[src/rtl/sar_seq.sv]
module sar_seq #(
  parameter int HALF  = 6,
  parameter int AZ_HI = 3,
  parameter int AZ_LO = 2,
  parameter int BITS8 = 8
) (
  input  logic              clk,
  input  logic              rst_n,
  input  logic              sleep_in,
  input  logic              start,
  input  logic              mode8,
  input  logic              cmp_out,
  output logic              purge,
  output logic              azero,
  output logic              sample,
  output logic [HALF-1:0]   dac_hi,
  output logic [HALF-1:0]   dac_lo,
  output logic              cmp_sleep,
  output logic              hires_off,
  output logic              busy,
  output logic              done,
  output logic [2*HALF-1:0] result
);
  localparam int W     = 2 * HALF;
  localparam int IW    = $clog2(W);
  localparam int LAST8 = W - BITS8;

  typedef enum logic [2:0] {S_IDLE, S_PURGE, S_AZ, S_SMPL, S_BIT} st_t;

  st_t          st;
  logic         m8;
  logic [2:0]   azc;
  logic [IW-1:0] idx;
  logic [W-1:0] code;
  logic [W-1:0] code_k;
  logic [IW-1:0] last_idx;

  assign code_k   = cmp_out ? code : (code & ~(W'(1) << idx));
  assign last_idx = m8 ? IW'(LAST8) : '0;

  assign purge     = (st == S_PURGE);
  assign azero     = (st == S_AZ);
  assign sample    = (st == S_SMPL);
  assign busy      = (st != S_IDLE);
  assign cmp_sleep = !busy;
  assign hires_off = !busy || m8;
  assign dac_hi    = code[W-1:HALF];
  assign dac_lo    = code[HALF-1:0];

  always_ff @(posedge clk or negedge rst_n) begin
    if (!rst_n) begin
      st     <= S_IDLE;
      m8     <= 1'b0;
      azc    <= '0;
      idx    <= '0;
      code   <= '0;
      done   <= 1'b0;
      result <= '0;
    end else begin
      done <= 1'b0;
      case (st)
        S_IDLE: if (start && !sleep_in) begin
          m8 <= mode8;
          st <= S_PURGE;
        end
        S_PURGE: begin
          azc <= m8 ? 3'(AZ_LO - 1) : 3'(AZ_HI - 1);
          st  <= S_AZ;
        end
        S_AZ: begin
          if (azc == '0) st <= S_SMPL;
          else azc <= azc - 3'd1;
        end
        S_SMPL: begin
          idx  <= IW'(W - 1);
          code <= W'(1) << (W - 1);
          st   <= S_BIT;
        end
        S_BIT: begin
          if (idx == last_idx) begin
            result <= code_k;
            done   <= 1'b1;
            code   <= '0;
            st     <= S_IDLE;
          end else begin
            code <= code_k | (W'(1) << (idx - IW'(1)));
            idx  <= idx - IW'(1);
          end
        end
        default: st <= S_IDLE;
      endcase
    end
  end
endmodule


[config.mk]
export PLATFORM = sky130hd
export DESIGN_NAME = sar_seq
export DESIGN_NICKNAME = d
export VERILOG_FILES = /design/src/rtl/sar_seq.sv
export SDC_FILE = /design/constraint.sdc
export NUM_CORES = 1
export LEC_CHECK = 0
export ABC_AREA = 1
export CAP_MARGIN = 40
export CORE_MARGIN = 5
export CORE_UTILIZATION = 40
export DETAILED_ROUTE_END_ITERATION = 8
export PLACE_DENSITY_LB_ADDON = 0.12
export SYNTH_ARGS = -nofsm -noshare
export SYNTH_HDL_FRONTEND = slang
export SYNTH_SLANG_ARGS = --single-unit
[constraint.sdc]
create_clock -name clk -period 3 [get_ports clk]
set_input_delay 0.45 -clock clk [delete_from_list [all_inputs] [get_ports clk]]
set_output_delay 0.45 -clock clk [all_outputs]
set_load 0.03 [all_outputs]
==> impl_metrics.env, run 1 <==
export IMPL_syn_area_um2=2020
export IMPL_nets=307
export IMPL_drt_iter0_markers=109
export IMPL_startpoint_type="flop"
export IMPL_whs_ps=119
export IMPL_via_per_inst=4.56
export IMPL_cts_htree_levels=2
export IMPL_drc_errors=0
export IMPL_max_vdd_ir_drop_uv=511
export IMPL_die_area_um2=6570
export IMPL_grt_pass1_wl_um=7610
export IMPL_placed_cells=354
export IMPL_outcome="finished clean"
export IMPL_area_growth_synth_to_final_pct=25.2
export IMPL_ys_seq_elements=36
export IMPL_core_area_um2=4820
export IMPL_arrival_ps=1830
export IMPL_routedWlPerCell_um=12.4
export IMPL_insertion_delay_ps=280
export IMPL_grt_max_degree=23
export IMPL_numCtsBuffers=5
export IMPL_ctsHoldBuffers=0
export IMPL_async_flop_share_pct=100
export IMPL_synth_cell_types=24
export IMPL_grt_antenna_before_repair=0
export IMPL_postSynthCellCount=254
export IMPL_skew_ps=5.24
export IMPL_globalplace_congestion=0.912
export IMPL_detail_route_antenna_nets=0
export IMPL_clk_pin_slew_ps=70
export IMPL_yosys_most_used_dff="dfrtp_1"
export IMPL_clockRootBuffer="clkbuf_8"
export IMPL_crit_buf_inv=3
export IMPL_port_buffers=36
export IMPL_seq_area_frac_synth_pct=44.6
export IMPL_pwr_share_clk_pct=13.5
export IMPL_hpwlAfterDp_um=3330
export IMPL_hp_class="in2async"
export IMPL_syn_nets=267
export IMPL_p_comb_share_pct=56.9
export IMPL_synth_largest_area_cell="dfrtp_1"
export IMPL_postCtsSetupRepairBufs=0
export IMPL_endpoint_kind="primary output"
export IMPL_p_leak_nw=1.27
export IMPL_setup_tns_ps=0
export IMPL_worstPathCellList="inv_2, nand2_1, nor2_1, inv_1, nand2_1, clkdlybuf4s50_1"
export IMPL_grt_overflow=0
export IMPL_hold_viol_final=0
export IMPL_cts_tree="built"
export IMPL_finalSetupViolCount=0
export IMPL_slowest_stage="clkdlybuf4s50_1"
export IMPL_fp_dieH_um=81.1
export IMPL_internal_power_mw=1.42
export IMPL_cap_violations=0
export IMPL_cp_max_fo=4
export IMPL_clkSinkCount=36
export IMPL_p_switching_mw=1.34
export IMPL_min_period_ps=2280
export IMPL_path_class="reg2out"
export IMPL_stdcell_count=361
export IMPL_slew_violations=0
export IMPL_critPathRequiredTime_ps=2550
export IMPL_yosys_top_cells_count="87 x nand2_1, 36 x dfrtp_1, 28 x inv_1"
export IMPL_max_freq_mhz=439
export IMPL_fin_crit_sh_pct=75.9
export IMPL_yosys_top_cells_area="dfrtp_1 45%, nand2_1 16%, inv_1 5.2%, nor2_1 5.0%, o21ai_2 4.8%"
export IMPL_utilization_pct=52.5
export IMPL_synth_top_cell_area_share_pct=44.6
export IMPL_rows=25
export IMPL_synth_edf_count=0
export IMPL_start_util_pct=41.9
export IMPL_switching_share_pct=48.5
export IMPL_fillCellCount=466
export IMPL_cellPowerDensity_nw_per_um2=1090
export IMPL_grt_pass1_vias=1611
export IMPL_fp_dieW_um=81.1
export IMPL_path_common_cell="nand2_1"
export IMPL_grt_usage_pct=15.1
export IMPL_cpPeakStageDelay_ps=660
export IMPL_layout_drive_gt1_share_pct=15.0
export IMPL_critPathTopFamily="buffers and inverters"
export IMPL_seqPwrFrac_pct=29.6
export IMPL_rsz0062_at_grt="no"
export IMPL_ctsResizeCount=0
export IMPL_vias=1645
export IMPL_antennaDiodeCount=0
export IMPL_tightest_slew_ps=551
export IMPL_drt_wl_total_um=4490
export IMPL_synth_most_common_cell="nand2_1"
export IMPL_avgSynthCellArea_um2=7.96
export IMPL_cts_buffer_depth=2
export IMPL_max_slew_margin_rel_pct=63.1
export IMPL_ys_warn_count=0
export IMPL_ios=37
export IMPL_dr_pass1_iters=4
==> worst paths after layout <==
check                           slack (ps)  cells after the start  startpoint   endpoint
worst max-delay path                   720                      6       st[0]  hires_off
worst min-delay path                   120                      1       rst_n  result[7]
worst max register to register         990                      9      idx[0]    code[6]
worst min register to register         480                      2   result[1]  result[1]
max in group asynchronous             2420                      2       rst_n  result[1]
min in group clk                       480                      2   result[1]  result[1]
==> sequential cells by signal, summed over array words and instances, names as in the netlist <==
signal,flops
st,3
done,1
code,12
idx,4
azc,3
m8,1
result,12
==> metal layers <==
metal	part of all wire (%)	global-route usage (%)	up-vias
li1	-	-	861
met1	50	20.9	742
met2	44	22.8	35
met3	4.3	3.55	7
met4	1.6	5.57	0
met5	0	0	-
==> cell families after synthesis <==
group                    count (synthesis)  synth area share (%)
adder cells (fa/ha/maj)                  7                  4.33
AO/OA/AOI/OAI                           27                  9.35
AND/OR/NAND/NOR                        141                  31.3
XOR/XNOR                                 1                 0.434
buffers and inverters                   42                  9.97
flip-flops                              36                  44.6
==> through the flow <==
stage	area, µm²	power, mW	worst slack (ps)
global route	2530	2.98	609
global placement	2410	2.40	1020
finish	2530	2.76	723
CTS	2530	2.79	692
detailed placement	2430	2.40	1010
floorplan	2020	1.90	923
==> layout make-up <==
cell class                      count  area (µm²)  share of cell area, %
Multi-Input combinational cell    176         918                   36.3
Tap cell                           67        83.8                   3.31
Inverter                           38         148                   5.84
Timing Repair Buffer               37         383                   15.1
Sequential cell                    36         901                   35.6
Clock buffer                        7        96.3                   3.81
==> power by group through the flow <==
stage	sequential (mW)	clock, mW	combinational (mW)
after floorplan	1.01	0	0.891
after global placement	0.824	0	1.58
after CTS	0.819	0.385	1.59
after detailed placement	0.825	0	1.58
after global routing	0.845	0.408	1.72
final	0.819	0.373	1.57
==> cell usage in the layout, fill, tap and decap left out <==
master / netlist / routed
o22ai_2: 1 / 1
nor2_4: 1 / 1
a21oi_1: 4 / 4
buf_16: 0 / 1
inv_6: 1 / 1
o21ai_1: 4 / 4
a31oi_1: 4 / 4
nand3_2: 1 / 1
inv_1: 28 / 28
nand3_1: 13 / 13
nand3b_1: 1 / 1
clkdlybuf4s50_1: 0 / 35
dfrtp_1: 36 / 36
o21ai_2: 11 / 11
nand2_2: 2 / 2
nor2_2: 4 / 4
inv_2: 9 / 9
o21ai_0: 3 / 3
buf_2: 0 / 1
ha_1: 7 / 7
nand2_4: 3 / 3
clkbuf_8: 0 / 7
nor2_1: 27 / 27
nor2_8: 2 / 2
nand2_1: 87 / 87
xor2_1: 1 / 1
No activity file was read; power rests on OpenSTA's default activity.
==> run 2, diff against run 1 <==
==> constraint.sdc (replaced) <==
create_clock -name clk -period 2.3 [get_ports clk]
set_input_delay 0.345 -clock clk [delete_from_list [all_inputs] [get_ports clk]]
set_output_delay 0.345 -clock clk [all_outputs]
set_load 0.03 [all_outputs]
==> impl_metrics.env, run 2 (same netlist as run 1, synthesis figures left out) <==
export IMPL_outcome="finished clean"
export IMPL_area_growth_synth_to_final_pct=26.1
export IMPL_grt_pass1_wl_um=7720
export IMPL_largest_registers="code (12), result (12), idx (4)"
export IMPL_numCtsBuffers=5
export IMPL_via_per_inst=4.43
export IMPL_grt_overflow=0
export IMPL_clockRootBuffer="clkbuf_8"
export IMPL_hold_depth=2
export IMPL_pwr_share_clk_pct=12.9
export IMPL_switching_share_pct=48.8
export IMPL_fp_dieH_um=81.1
export IMPL_arrival_ps=1740
export IMPL_drt_iter0_markers=71
export IMPL_skew_ps=7.66
export IMPL_dr_pass1_iters=4
export IMPL_finalSetupViolCount=0
export IMPL_grt_pass1_vias=1614
export IMPL_reg2reg_from="idx[0]"
export IMPL_cts_buffer_depth=2
export IMPL_grt_usage_pct=15.4
export IMPL_tightest_slew_ps=503
export IMPL_hold_viol_final=0
export IMPL_start_util_pct=41.9
export IMPL_max_vdd_ir_drop_uv=469
export IMPL_core_area_um2=4820
export IMPL_clkSinkCount=36
export IMPL_clk_pin_slew_ps=70
export IMPL_grt_max_degree=23
export IMPL_hpwlAfterDp_um=3480
export IMPL_die_area_um2=6570
export IMPL_seqPwrFrac_pct=29.7
export IMPL_vias=1614
export IMPL_rsz0062_at_grt="no"
export IMPL_startpoint_type="flop"
export IMPL_antennaDiodeCount=0
export IMPL_grt_antenna_before_repair=0
export IMPL_cts_htree_levels=2
export IMPL_fp_dieW_um=81.1
export IMPL_rows=25
export IMPL_port_buffers=36
export IMPL_crit_start="st[0]"
export IMPL_min_period_ps=2090
export IMPL_fin_crit_sh_pct=90.9
export IMPL_path_class="reg2out"
export IMPL_cts_tree="built"
export IMPL_cp_max_fo=4
export IMPL_whs_ps=483
export IMPL_globalplace_congestion=0.834
export IMPL_endpoint_kind="primary output"
export IMPL_min_from="result[11]"
export IMPL_final_cell_mix="87 x nand2_1, 36 x dfrtp_1, 34 x clkdlybuf4s50_1"
export IMPL_hp_class="reg2reg"
export IMPL_layout_drive_gt1_share_pct=15.2
export IMPL_layout_commonest_cell="nand2_1"
export IMPL_p_comb_share_pct=57.3
export IMPL_postCtsSetupRepairBufs=0
export IMPL_max_slew_margin_rel_pct=66.4
export IMPL_p_switching_mw=1.75
export IMPL_p_leak_nw=1.28
export IMPL_routedWlPerCell_um=12.2
export IMPL_cap_violations=0
export IMPL_internal_power_mw=1.84
export IMPL_ios=37
export IMPL_max_freq_mhz=478
export IMPL_drc_errors=0
export IMPL_insertion_delay_ps=290
export IMPL_nets=309
export IMPL_setup_tns_ps=0
export IMPL_critPathRequiredTime_ps=1960
export IMPL_drt_wl_total_um=4450
export IMPL_detail_route_antenna_nets=0
export IMPL_r2r_cells=10
export IMPL_cellPowerDensity_nw_per_um2=1410
export IMPL_slew_violations=0
## run 2: changes by cell type in the layout (fill, tap and decap cells not counted), sizes merged
cell | previous run | this run
dlymetal6s2s | 0 | 1
dlygate4sd3 | 0 | 1
clkdlybuf4s50 | 35 | 34
buf | 2 | 3
clkinvlp | 0 | 1
## run 2: final timing paths
check,endpoint,slack (ps)
min in group asynchronous,result[7],510
max in group asynchronous,st[2],1350
max reg2reg,result[5],440
min reg2reg,result[11],480
min,result[11],480
max,cmp_sleep,210
## run 2: critical path: stages (launching register included)
cell             delay (ps)
dfrtp_1                 400
inv_2                    70
nand2_1                  60
nor2_1                  210
clkdlybuf4s50_1         720
## run 2: layout make-up
cell class / instances / area (µm²)
fill: 489 / 2270
multi-input combinational: 176 / 918
sequential: 36 / 901
timing repair buffer: 39 / 403
inverter: 38 / 148
clock buffer: 7 / 86.3
tap: 67 / 83.8
clock inverter: 1 / 7.51
## run 2: power groups by stage
stage          clock network, mW  logic, mW  registers (mW)
2_1_floorplan                  0       1.16            1.31
3_3_place_gp                   0       2.06            1.08
3_5_place_dp                   0       2.08            1.08
4_1_cts                    0.486       2.09            1.07
5_1_grt                    0.520       2.28            1.10
6_report                   0.464       2.06            1.07
## run 2: metal layers
metal	share of wire (%)	GRT usage, %	vias to the layer above
li1	-	-	863
met1	51	20.9	710
met2	43	23.6	33
met3	4.8	4.43	8
met4	1.8	5.41	0
met5	0	0	-
## run 2: metrics by stage
step / std cells / setup slack, ps / total power, mW / area (µm²) / util [%]
after floorplan: 254 / 328 / 2.48 / 2020 / -
after global placement: 354 / 437 / 3.14 / 2410 / 50.1
after detailed placement: 355 / 417 / 3.16 / 2440 / 50.7
after CTS: 364 / 103 / 3.64 / 2540 / 52.8
after global routing: 364 / 76.4 / 3.90 / 2550 / 52.9
final: 364 / 210 / 3.59 / 2550 / 52.9
## run 2: timing repair
action / CTS / global route
hold endpoints to repair: 15 / 0
setup endpoints to repair: 0 / 1
hold buffers: 1 / 0
resized for setup: 0 / 1
